### config.mk
export PLATFORM = sky130hd
export DESIGN_NAME = divstep_unit
export DESIGN_NICKNAME = d
export VERILOG_FILES = /design/src/rtl/divstep_pkg.sv /design/src/rtl/divstep_alu.sv /design/src/rtl/divstep_flags.sv /design/src/rtl/divstep_unit.sv
export SDC_FILE = /design/constraint.sdc
export NUM_CORES = 1
export LEC_CHECK = 0
export BUFFER_PORTS_ARGS = -buffer_cell sky130_fd_sc_hd__clkbuf_2
export CORE_MARGIN = 1
export CORE_UTILIZATION = 48
export CTS_CLUSTER_SIZE = 10
export DETAILED_ROUTE_END_ITERATION = 10
export PLACE_DENSITY = 0.86
export REMOVE_ABC_BUFFERS = 1
export SETUP_SLACK_MARGIN = 0.3
export SLEW_MARGIN = 0
export SYNTH_ARGS = -nofsm -noshare
export SYNTH_HDL_FRONTEND = slang
export SYNTH_SLANG_ARGS = --single-unit
### constraint.sdc
create_clock -name clk -period 5.1 [get_ports clk]
set_input_delay 1.02 -clock clk [delete_from_list [all_inputs] [get_ports clk]]
set_output_delay 1.02 -clock clk [all_outputs]
set_load 0.05 [all_outputs]
### src/rtl/divstep_pkg.sv
package divstep_pkg;
  typedef enum logic [1:0] {
    CMD_IDLE  = 2'd0,
    CMD_SETUP = 2'd1,
    CMD_STEP  = 2'd2,
    CMD_TLOAD = 2'd3
  } divstep_cmd_e;
endpackage

### src/rtl/divstep_alu.sv
module divstep_alu #(
  parameter int W = 32
) (
  input  logic [W-1:0] rem_in,
  input  logic [W-1:0] dvsr,
  input  logic         t_in,
  input  logic         q_prev,
  input  logic         m_in,
  output logic [W-1:0] rem_next,
  output logic         q_next,
  output logic         t_next,
  output logic         sub_sel,
  output logic         cy_out
);
  localparam int MSB = W - 1;

  // left shift with the current quotient bit entering at bit 0
  function automatic logic [W-1:0] shift_in(input logic [W-1:0] r, input logic b);
    return {r[MSB-1:0], b};
  endfunction

  // returns {carry_or_borrow, result}
  function automatic logic [W:0] add_sub(input logic [W-1:0] a, input logic [W-1:0] b,
                                         input logic sub);
    logic [W:0] s;
    if (sub) s = {1'b0, a} - {1'b0, b};
    else     s = {1'b0, a} + {1'b0, b};
    return s;
  endfunction

  logic [W-1:0] shifted;
  logic [W:0]   sum;

  assign shifted  = shift_in(rem_in, t_in);
  assign sub_sel  = (q_prev == m_in);
  assign sum      = add_sub(shifted, dvsr, sub_sel);
  assign rem_next = sum[MSB:0];
  assign cy_out   = sum[W];
  assign q_next   = rem_in[MSB] ^ m_in ^ cy_out;
  assign t_next   = (q_next == m_in);
endmodule

### src/rtl/divstep_flags.sv
module divstep_flags
  import divstep_pkg::*;
(
  input  logic         clk,
  input  logic         rst_n,
  input  divstep_cmd_e cmd,
  input  logic         setup_signed,
  input  logic         dvd_msb,
  input  logic         dvs_msb,
  input  logic         q_next,
  input  logic         t_next,
  input  logic         tload_val,
  output logic         q,
  output logic         m,
  output logic         t
);
  always_ff @(posedge clk or negedge rst_n) begin
    if (!rst_n) begin
      q <= 1'b0;
      m <= 1'b0;
      t <= 1'b0;
    end else begin
      unique case (cmd)
        CMD_SETUP: begin
          if (setup_signed) begin
            q <= dvd_msb;
            m <= dvs_msb;
            t <= dvd_msb ^ dvs_msb;
          end else begin
            q <= 1'b0;
            m <= 1'b0;
            t <= 1'b0;
          end
        end
        CMD_STEP: begin
          q <= q_next;
          t <= t_next;
        end
        CMD_TLOAD: t <= tload_val;
        default: ;
      endcase
    end
  end

  p_idle_hold_r10: assert property (@(posedge clk) disable iff (!rst_n)
    cmd == CMD_IDLE |=> $stable(q) && $stable(m) && $stable(t));

  p_unsigned_clear_r3: assert property (@(posedge clk) disable iff (!rst_n)
    (cmd == CMD_SETUP && !setup_signed) |=> (!q && !m && !t));

  p_signed_t_r2: assert property (@(posedge clk) disable iff (!rst_n)
    (cmd == CMD_SETUP && setup_signed) |=> (t == (q ^ m)));

  p_step_flags_r7: assert property (@(posedge clk) disable iff (!rst_n)
    cmd == CMD_STEP |=> $stable(m) && (t == (q == m)));

  p_tload_r12: assert property (@(posedge clk) disable iff (!rst_n)
    cmd == CMD_TLOAD |=> (t == $past(tload_val)) && $stable(q) && $stable(m));
endmodule

### src/rtl/divstep_unit.sv
module divstep_unit
  import divstep_pkg::*;
#(
  parameter int W = 32
) (
  input  logic         clk,
  input  logic         rst_n,
  input  logic         setup_go,
  input  logic         setup_signed,
  input  logic [W-1:0] setup_dividend,
  input  logic [W-1:0] setup_divisor,
  input  logic         step_go,
  input  logic [W-1:0] step_rem,
  input  logic [W-1:0] step_divisor,
  input  logic         tload_go,
  input  logic         tload_val,
  output logic [W-1:0] rem_out,
  output logic         q_flag,
  output logic         m_flag,
  output logic         t_flag,
  output logic         step_done
);
  localparam int MSB = W - 1;

  divstep_cmd_e cmd;
  logic [W-1:0] rem_next;
  logic         q_next, t_next, sub_sel, cy_out;
  logic [W-1:0] rem_q;
  logic         done_q;

  // priority: setup, then step, then flag load
  always_comb begin
    if (setup_go)      cmd = CMD_SETUP;
    else if (step_go)  cmd = CMD_STEP;
    else if (tload_go) cmd = CMD_TLOAD;
    else               cmd = CMD_IDLE;
  end

  divstep_alu #(.W(W)) u_alu (
    .rem_in   (step_rem),
    .dvsr     (step_divisor),
    .t_in     (t_flag),
    .q_prev   (q_flag),
    .m_in     (m_flag),
    .rem_next (rem_next),
    .q_next   (q_next),
    .t_next   (t_next),
    .sub_sel  (sub_sel),
    .cy_out   (cy_out)
  );

  divstep_flags u_flags (
    .clk          (clk),
    .rst_n        (rst_n),
    .cmd          (cmd),
    .setup_signed (setup_signed),
    .dvd_msb      (setup_dividend[MSB]),
    .dvs_msb      (setup_divisor[MSB]),
    .q_next       (q_next),
    .t_next       (t_next),
    .tload_val    (tload_val),
    .q            (q_flag),
    .m            (m_flag),
    .t            (t_flag)
  );

  always_ff @(posedge clk or negedge rst_n) begin
    if (!rst_n) begin
      rem_q  <= '0;
      done_q <= 1'b0;
    end else begin
      done_q <= (cmd == CMD_STEP);
      if (cmd == CMD_STEP) rem_q <= rem_next;
    end
  end

  assign rem_out   = rem_q;
  assign step_done = done_q;

  p_done_after_step_r8: assert property (@(posedge clk) disable iff (!rst_n)
    step_go && !setup_go |=> step_done);

  p_no_done_r8: assert property (@(posedge clk) disable iff (!rst_n)
    !(step_go && !setup_go) |=> !step_done);

  p_rem_hold_r9: assert property (@(posedge clk) disable iff (!rst_n)
    !(step_go && !setup_go) |=> $stable(rem_out));

  p_sub_choice_r5: assert property (@(posedge clk) disable iff (!rst_n)
    (step_go && !setup_go && sub_sel) |-> (q_flag == m_flag));
endmodule

==> results.toml, run 1 <==
[yosys]
ys_async_sr_fraction_pct = 100.0
synth-seq-cells = 36
yosysWarnings = 0
synth_area_um2 = 3760
netlist_instances = 446
synth_edf_count = 0
synthFlopType = "dfrtp_1"
ys_seq_area_share_pct = 23.96
synthDistinctLibCells = 61
synth.avg_cell_area_um2 = 8.430

[global_route]
grt_pass1_vias = 3693
grt_max_degree = 37
antenna_found_initial = 0
grt_util_met1_pct = 32.29
grtUsageMet2_pct = 42.30
grt.busiest_layer = "met2"
grt_first_pass_wirelength_um = 16950
grtUsageTotal_pct = 25.27
grt_overflow = 0
use_met3_pct = 4.377

[outcome]
status = "completed"

[die]
core-area_um2 = 7408
start_util_pct = 50.75
dieArea_um2 = 8191
row_count = 31
die_y_um = 90.51
die_w_um = 90.51
ios = 171

[clocking]
h-tree-depth = 2
tritoncts = "done"
numCtsBuffers = 5
clock-root-buffer = "clkbuf_8"
clock_path_buffers = 2
clk_latency_ps = 290
clkTransAtPathRegs_ps = 80
clock-sinks = 36
hold_buffers = 0

[power_and_ir_drop]
clkPwrFrac_pct = 8.1
switching_share_pct = 53.67
p_int_uw = 1245
peakVddDrop_mv = 0.2585
pwr-share-seq_pct = 18.0
p_sw_uw = 1442
combPwrFrac_pct = 73.9
finalPower_uw = 2687
leakage_uw = 0.002150
power_density_nw_per_um2 = 584.0

[critical_path]
r2r_start = "u_flags.m$_DFFE_PN0N_"
r2r_slack_ps = 1270
cp_top_family = "simple AND/OR/NAND/NOR gates"
crit_chain = "clkbuf_2 > inv_1 > ha_1 > or3b_2 > nor3_4 > buf_4 > inv_1 > o21ai_0 > xor2_1 > ha_1 > nand4_1 > nor2_1 > o211ai_1 > nand4_1 > a31oi_2 > o21a_1 > o31a_1 > xnor2_1 > mux2_2"
startpoint_type = "input port"
cp.required_ps = 5280
arrival_ps = 4850
critical_path.max_stage_delay_ps = 490
path_max_fanout = 5
cp-startpoint = "step_divisor[0]"
path_buf_inv = 4
crit_type = "input port to flip-flop"
crit_slowest_cell = "or3b_2"
setup.worst_path.end_class = "flip-flop"

[final_layout]
antenna-diode-count = 0
final_common_cell = "clkbuf_2"
seq_area_um2 = 900.9
syn2layout_area_growth_pct = 22.40
multiInputGateArea_um2 = 2798
fillerInstances = 664
final_cell_mix = "clkbuf_2, a21oi_1, xnor2_1"
drive_above_1_share_pct = 29.00
final_nets = 734

[hold_path]
min_path_type = "flip-flop to flip-flop"
min-delay-start = "rem_out[4]$_DFFE_PN0P_"

[sta]
setup_viol = 0
fin_skew_ps = 4.632
setup-tns-final_ps = 0
hold_slack_ps = 483.5
min_period_over_period_pct = 91.51
worst_pin_slew_ps = 913.8
hold_viol = 0
layout_min_cycle_time_ps = 4667
rsz0062_at_grt = "no"
fmax_mhz = 214.3
relSlewSlack_pct = 39.08
slew_viol_final = 0

[drt]
detail-route-antenna-nets = 0
vias_per_cell = 5.778
vias = 3819
drc = 0
dr.pass1.iters = 5
wl_per_cell_um = 15.52
wl_um = 10260
drt_iter0_drc = 178

[placement]
port_buffers = 108
dpl.hpwl_um = 8196
place_congestion = 0.9620

[job]
maxCapViolCount = 0
kinds of logic after synthesis:
kind of cell | count (synthesis) | synth area share (%)
fa+ha+maj | 38 | 12.85
compound gates | 133 | 22.90
mux | 18 | 5.358
xor+xnor | 58 | 13.88
simple gates | 134 | 18.04
flops | 36 | 23.96
buf+inv | 29 | 3.028
layer usage:
| layer | wire [um] | part of all wire [%] |
|---|---|---|
| met5 | 0 | 0 |
| met4 | 251 | 2.4 |
| met3 | 641 | 6.2 |
| met2 | 4920 | 48 |
| met1 | 4448 | 43 |
per-stage QoR:
stage	util (%)	instance area, um^2	cells	setup WS, ps
after floorplan	-	3717	436	559.5
after global placement	59.96	4442	651	134.2
after detailed placement	59.96	4442	651	31.55
after CTS	61.21	4534	659	342.4
after global routing	62.12	4602	661	276.2
final	62.12	4602	661	433.2
cell type report:
cell class                      instances  share of cell area, %
Clock buffer                            6                  1.794
Clock inverter                          2                 0.2175
Inverter                               19                  1.550
Multi-Input combinational cell        381                  60.79
Sequential cell                        36                  19.58
Tap cell                               99                  2.692
Timing Repair Buffer                  118                  13.38
state kept, by name, summed over array words and instances (netlist names):
| signal | flops |
|---|---|
| step_done | 1 |
| u_flags.t | 1 |
| rem_out | 32 |
| u_flags.q | 1 |
| u_flags.m | 1 |
Yosys cell counts, drive strengths merged, types with 3 or more instances:
| library cell | n | share of area, % |
|---|---|---|
| o31ai | 6 | 1.2 |
| inv | 19 | 1.9 |
| xor2 | 14 | 3.3 |
| dfrtp | 36 | 24 |
| nor3 | 15 | 2.3 |
| o41ai | 3 | 0.70 |
| xnor2 | 43 | 10 |
| nand4 | 8 | 1.3 |
| clkbuf | 8 | 0.80 |
| a21o | 9 | 1.8 |
| mux2 | 17 | 5.1 |
| nand3 | 10 | 1.3 |
| nor2b | 8 | 1.3 |
| a21oi | 46 | 6.2 |
| nor2 | 32 | 3.2 |
| and3 | 4 | 0.67 |
| a31oi | 5 | 0.83 |
| nand2 | 35 | 3.5 |
| o21bai | 4 | 0.80 |
| o21a | 5 | 1.0 |
| nand2b | 6 | 1.0 |
| ha | 37 | 12 |
| o21ai | 27 | 3.7 |
| a211oi | 8 | 1.7 |
| o211ai | 4 | 0.80 |
| nor4 | 4 | 0.83 |
power by group through the flow:
stage               clock network, uW  logic [uW]  registers [uW]
floorplan                           0        1040             943
global placement                    0        1900             484
detailed placement                  0        1940             492
CTS                               225        1950             487
global route                      237        2150             503
finish                            217        1990             485
path summary, 6_finish.rpt:
path,to,cells past startpoint
hold reg to reg,rem_out[4]$_DFFE_PN0P_,1
setup / recovery,rem_out[27]$_DFFE_PN0P_,19
hold / removal,rem_out[4]$_DFFE_PN0P_,1
min in group asynchronous,rem_out[1]$_DFFE_PN0P_,1
max in group asynchronous,rem_out[19]$_DFFE_PN0P_,1
setup reg to reg,rem_out[30]$_DFFE_PN0P_,13
worst reg2reg max path, delay by kind of cell, from the launching register on:
| family | cells | cell delay [ps] |
|---|---|---|
| compound gates | 7 | 1690 |
| xor+xnor | 2 | 690 |
| simple gates | 3 | 560 |
| flops | 1 | 430 |
| fa+ha+maj | 1 | 360 |
repair_timing:
item,CTS,global route
setup endpoints to repair,0,11
hold endpoints to repair,0,0
gates resized for setup,0,9
setup buffers,0,2
No activity file was read; power rests on OpenSTA's default activity.
==> inputs of run 2 (changes only) <==
--- a/config.mk
+++ b/config.mk
@@ -5,12 +5,13 @@
 export SDC_FILE = /design/constraint.sdc
 export NUM_CORES = 1
 export LEC_CHECK = 0
+export ABC_AREA = 1
 export BUFFER_PORTS_ARGS = -buffer_cell sky130_fd_sc_hd__clkbuf_2
 export CORE_MARGIN = 1
-export CORE_UTILIZATION = 48
+export CORE_UTILIZATION = 51
 export CTS_CLUSTER_SIZE = 10
 export DETAILED_ROUTE_END_ITERATION = 10
-export PLACE_DENSITY = 0.86
+export PLACE_DENSITY = 0.87
 export REMOVE_ABC_BUFFERS = 1
 export SETUP_SLACK_MARGIN = 0.3
 export SLEW_MARGIN = 0
==> results.toml, run 2 <==
[outcome]
status = "completed"

[die]
die_y_um = 94.47
row_count = 33
dieArea_um2 = 8924
start_util_pct = 52.80
die_w_um = 94.47
ios = 171
core-area_um2 = 8258

[final_layout]
final_common_cell = "nand2_1"
drive_above_1_share_pct = 18.85
final_cell_mix = "nand2_1, clkbuf_2, inv_1"
antenna-diode-count = 0
stdcell_area_um2 = 5116
final_nets = 973
largest_reg_flops = 32
final_cells = 906
syn2layout_area_growth_pct = 17.33

[placement]
dp_cells = 898
place_congestion = 0.9481
port_buffers = 108
dpl.hpwl_um = 9772
post_dp_cell_area_um2 = 5005

[yosys]
ys_seq_area_share_pct = 20.66
synth-compound-area-share_pct = 15.81
netlist.area_leader.share_pct = 20.66
yosys.area_share.simple_pct = 33.43
muxShareOfSynthArea_pct = 0
synthFlopType = "dfrtp_1"
yosysMostFrequentCell = "nand2_1"
netlist_instances = 693
synth_common_cells = "nand2_1, inv_1, nor2_1, nand3_1, a21oi_1"
synth_edf_count = 0
synthDistinctLibCells = 40
yosysWarnings = 0
synth_area_um2 = 4360
synth-xor-area-share_pct = 9.440
synth_top_cell_by_area = "dfrtp_1"
synth.avg_cell_area_um2 = 6.292
synth-seq-cells = 36
yosys.area_share.adder_pct = 11.08
synth.area.top_cells = "dfrtp_1, nand2_1, ha_1"
ys_async_sr_fraction_pct = 100.0
synth_top_family_by_area = "simple AND/OR/NAND/NOR gates"

[clocking]
clkTransAtPathRegs_ps = 80
clk_latency_ps = 300
hold_buffers = 0
tritoncts = "done"
clock_path_buffers = 2
numCtsBuffers = 5
cts.repair.resized = 0
post_cts_buffers = 0
h-tree-depth = 2
clock-sinks = 36
clock-root-buffer = "clkbuf_8"

[sta]
hold_slack_ps = 481.4
min_period_over_period_pct = 73.69
relSlewSlack_pct = 37.68
hold_viol = 0
rsz0062_at_grt = "no"
slew_viol_final = 0
fmax_mhz = 266.1
setup_viol = 0
setup-tns-final_ps = 0
fin_skew_ps = 7.859
layout_min_cycle_time_ps = 3758
worst_pin_slew_ps = 934.8

[critical_path]
setup.worst_path.end_class = "flip-flop"
startpoint_type = "input port"
path_max_fanout = 6
cp.required_ps = 5330
crit_type = "input port to flip-flop"
r2r_slack_ps = 1530
arrival_ps = 3990

[drt]
wl_um = 11680
dr.pass1.iters = 5
drc = 0
vias_per_cell = 5.206
vias = 4717
drt_iter0_drc = 362
wl_per_cell_um = 12.89
detail-route-antenna-nets = 0

[global_route]
use_met3_pct = 3.060
grt_max_degree = 44
grt_first_pass_wirelength_um = 19450
grtUsageMet2_pct = 47.10
grt_util_met1_pct = 36.69
grt_pass1_vias = 4436
antenna_found_initial = 0
grt.busiest_layer = "met2"
grt_overflow = 0
grtUsageTotal_pct = 27.61

[power_and_ir_drop]
peakVddDrop_mv = 0.1766
power_density_nw_per_um2 = 484.0
leakage_uw = 0.002795

[job]
maxCapViolCount = 0

[hold_path]
min_path_type = "flip-flop to flip-flop"
## run 2: cell types whose count changed in the layout (fill, tap and decap cells not counted), sizes merged, moves of 17 or more
| cell | previous run | this run |
|---|---|---|
| inv | 19 | 99 |
| mux2 | 17 | 0 |
| nand2 | 35 | 193 |
| nand3 | 10 | 40 |
| nor2 | 32 | 83 |
| o21ai | 27 | 44 |
| xnor2 | 43 | 18 |
## run 2: critical path, cell delays in order
cell	delay (ps)
clkbuf_2	110
nor2_1	100
nand4_1	130
nor3_2	270
nand3_1	140
nand2_1	140
o21ai_2	90
a21oi_2	170
o21ai_0	110
nand2_1	80
nand2_1	60
ha_1	380
a21oi_1	240
nand2_1	130
nand2_1	80
nand2_1	60
a21oi_2	190
nand2_2	90
nand2_1	70
nand3_1	80
nand2_1	90
nand2_1	50
a21oi_1	120
## run 2: final cells by class
type | instances | area (um^2)
well taps | 105 | 131.4
repair buffers | 110 | 555.5
multi-input cells | 547 | 3042
clock inverters | 3 | 42.54
fillers | 856 | 3142
clock buffers | 5 | 68.82
flip-flops and latches | 36 | 900.9
inverters | 100 | 375.4
## run 2: logic make-up (layout without fill, tap and decap cells)
kind of cell    Yosys count  after routing
fa+ha+maj                38             38
buf+inv                 110            218
xor+xnor                 47             47
compound gates          117            117
flops                    36             36
simple gates            345            345
## run 2: routing by layer
metal  up-vias  share of wire [%]
met2       153                 46
met5         -                  0
met1      2092                 47
li1       2450                  -
met3        22                5.4
met4         0                2.0
## run 2: worst paths after layout
| kind | startpoint | to | cells past startpoint |
|---|---|---|---|
| min reg2reg | rem_out[23]$_DFFE_PN0P_ | rem_out[23]$_DFFE_PN0P_ | 2 |
| min | rem_out[23]$_DFFE_PN0P_ | rem_out[23]$_DFFE_PN0P_ | 2 |
| max in group asynchronous | rst_n | rem_out[8]$_DFFE_PN0P_ | 1 |
| min in group asynchronous | rst_n | rem_out[30]$_DFFE_PN0P_ | 1 |
| max | step_divisor[3] | u_flags.q$_DFFE_PN0P_ | 23 |
| max reg2reg | u_flags.m$_DFFE_PN0N_ | u_flags.q$_DFFE_PN0P_ | 21 |
## run 2: metrics by stage
stage	setup slack, ps	util [%]	power (uW)
6_report	1342	61.95	2476
5_1_grt	1055	61.95	2689
4_1_cts	1365	61.95	2471
3_5_place_dp	1055	60.61	2203
3_3_place_gp	1115	60.61	2174
2_1_floorplan	1582	-	1801
## run 2: power by group
group / switching, uW / internal [uW] / leakage, uW
clock: 119 / 145 / 0.0000541
sequential: 64.4 / 401 / 0.000439
combinational: 1220 / 531 / 0.00230
total: 1400 / 1080 / 0.00280
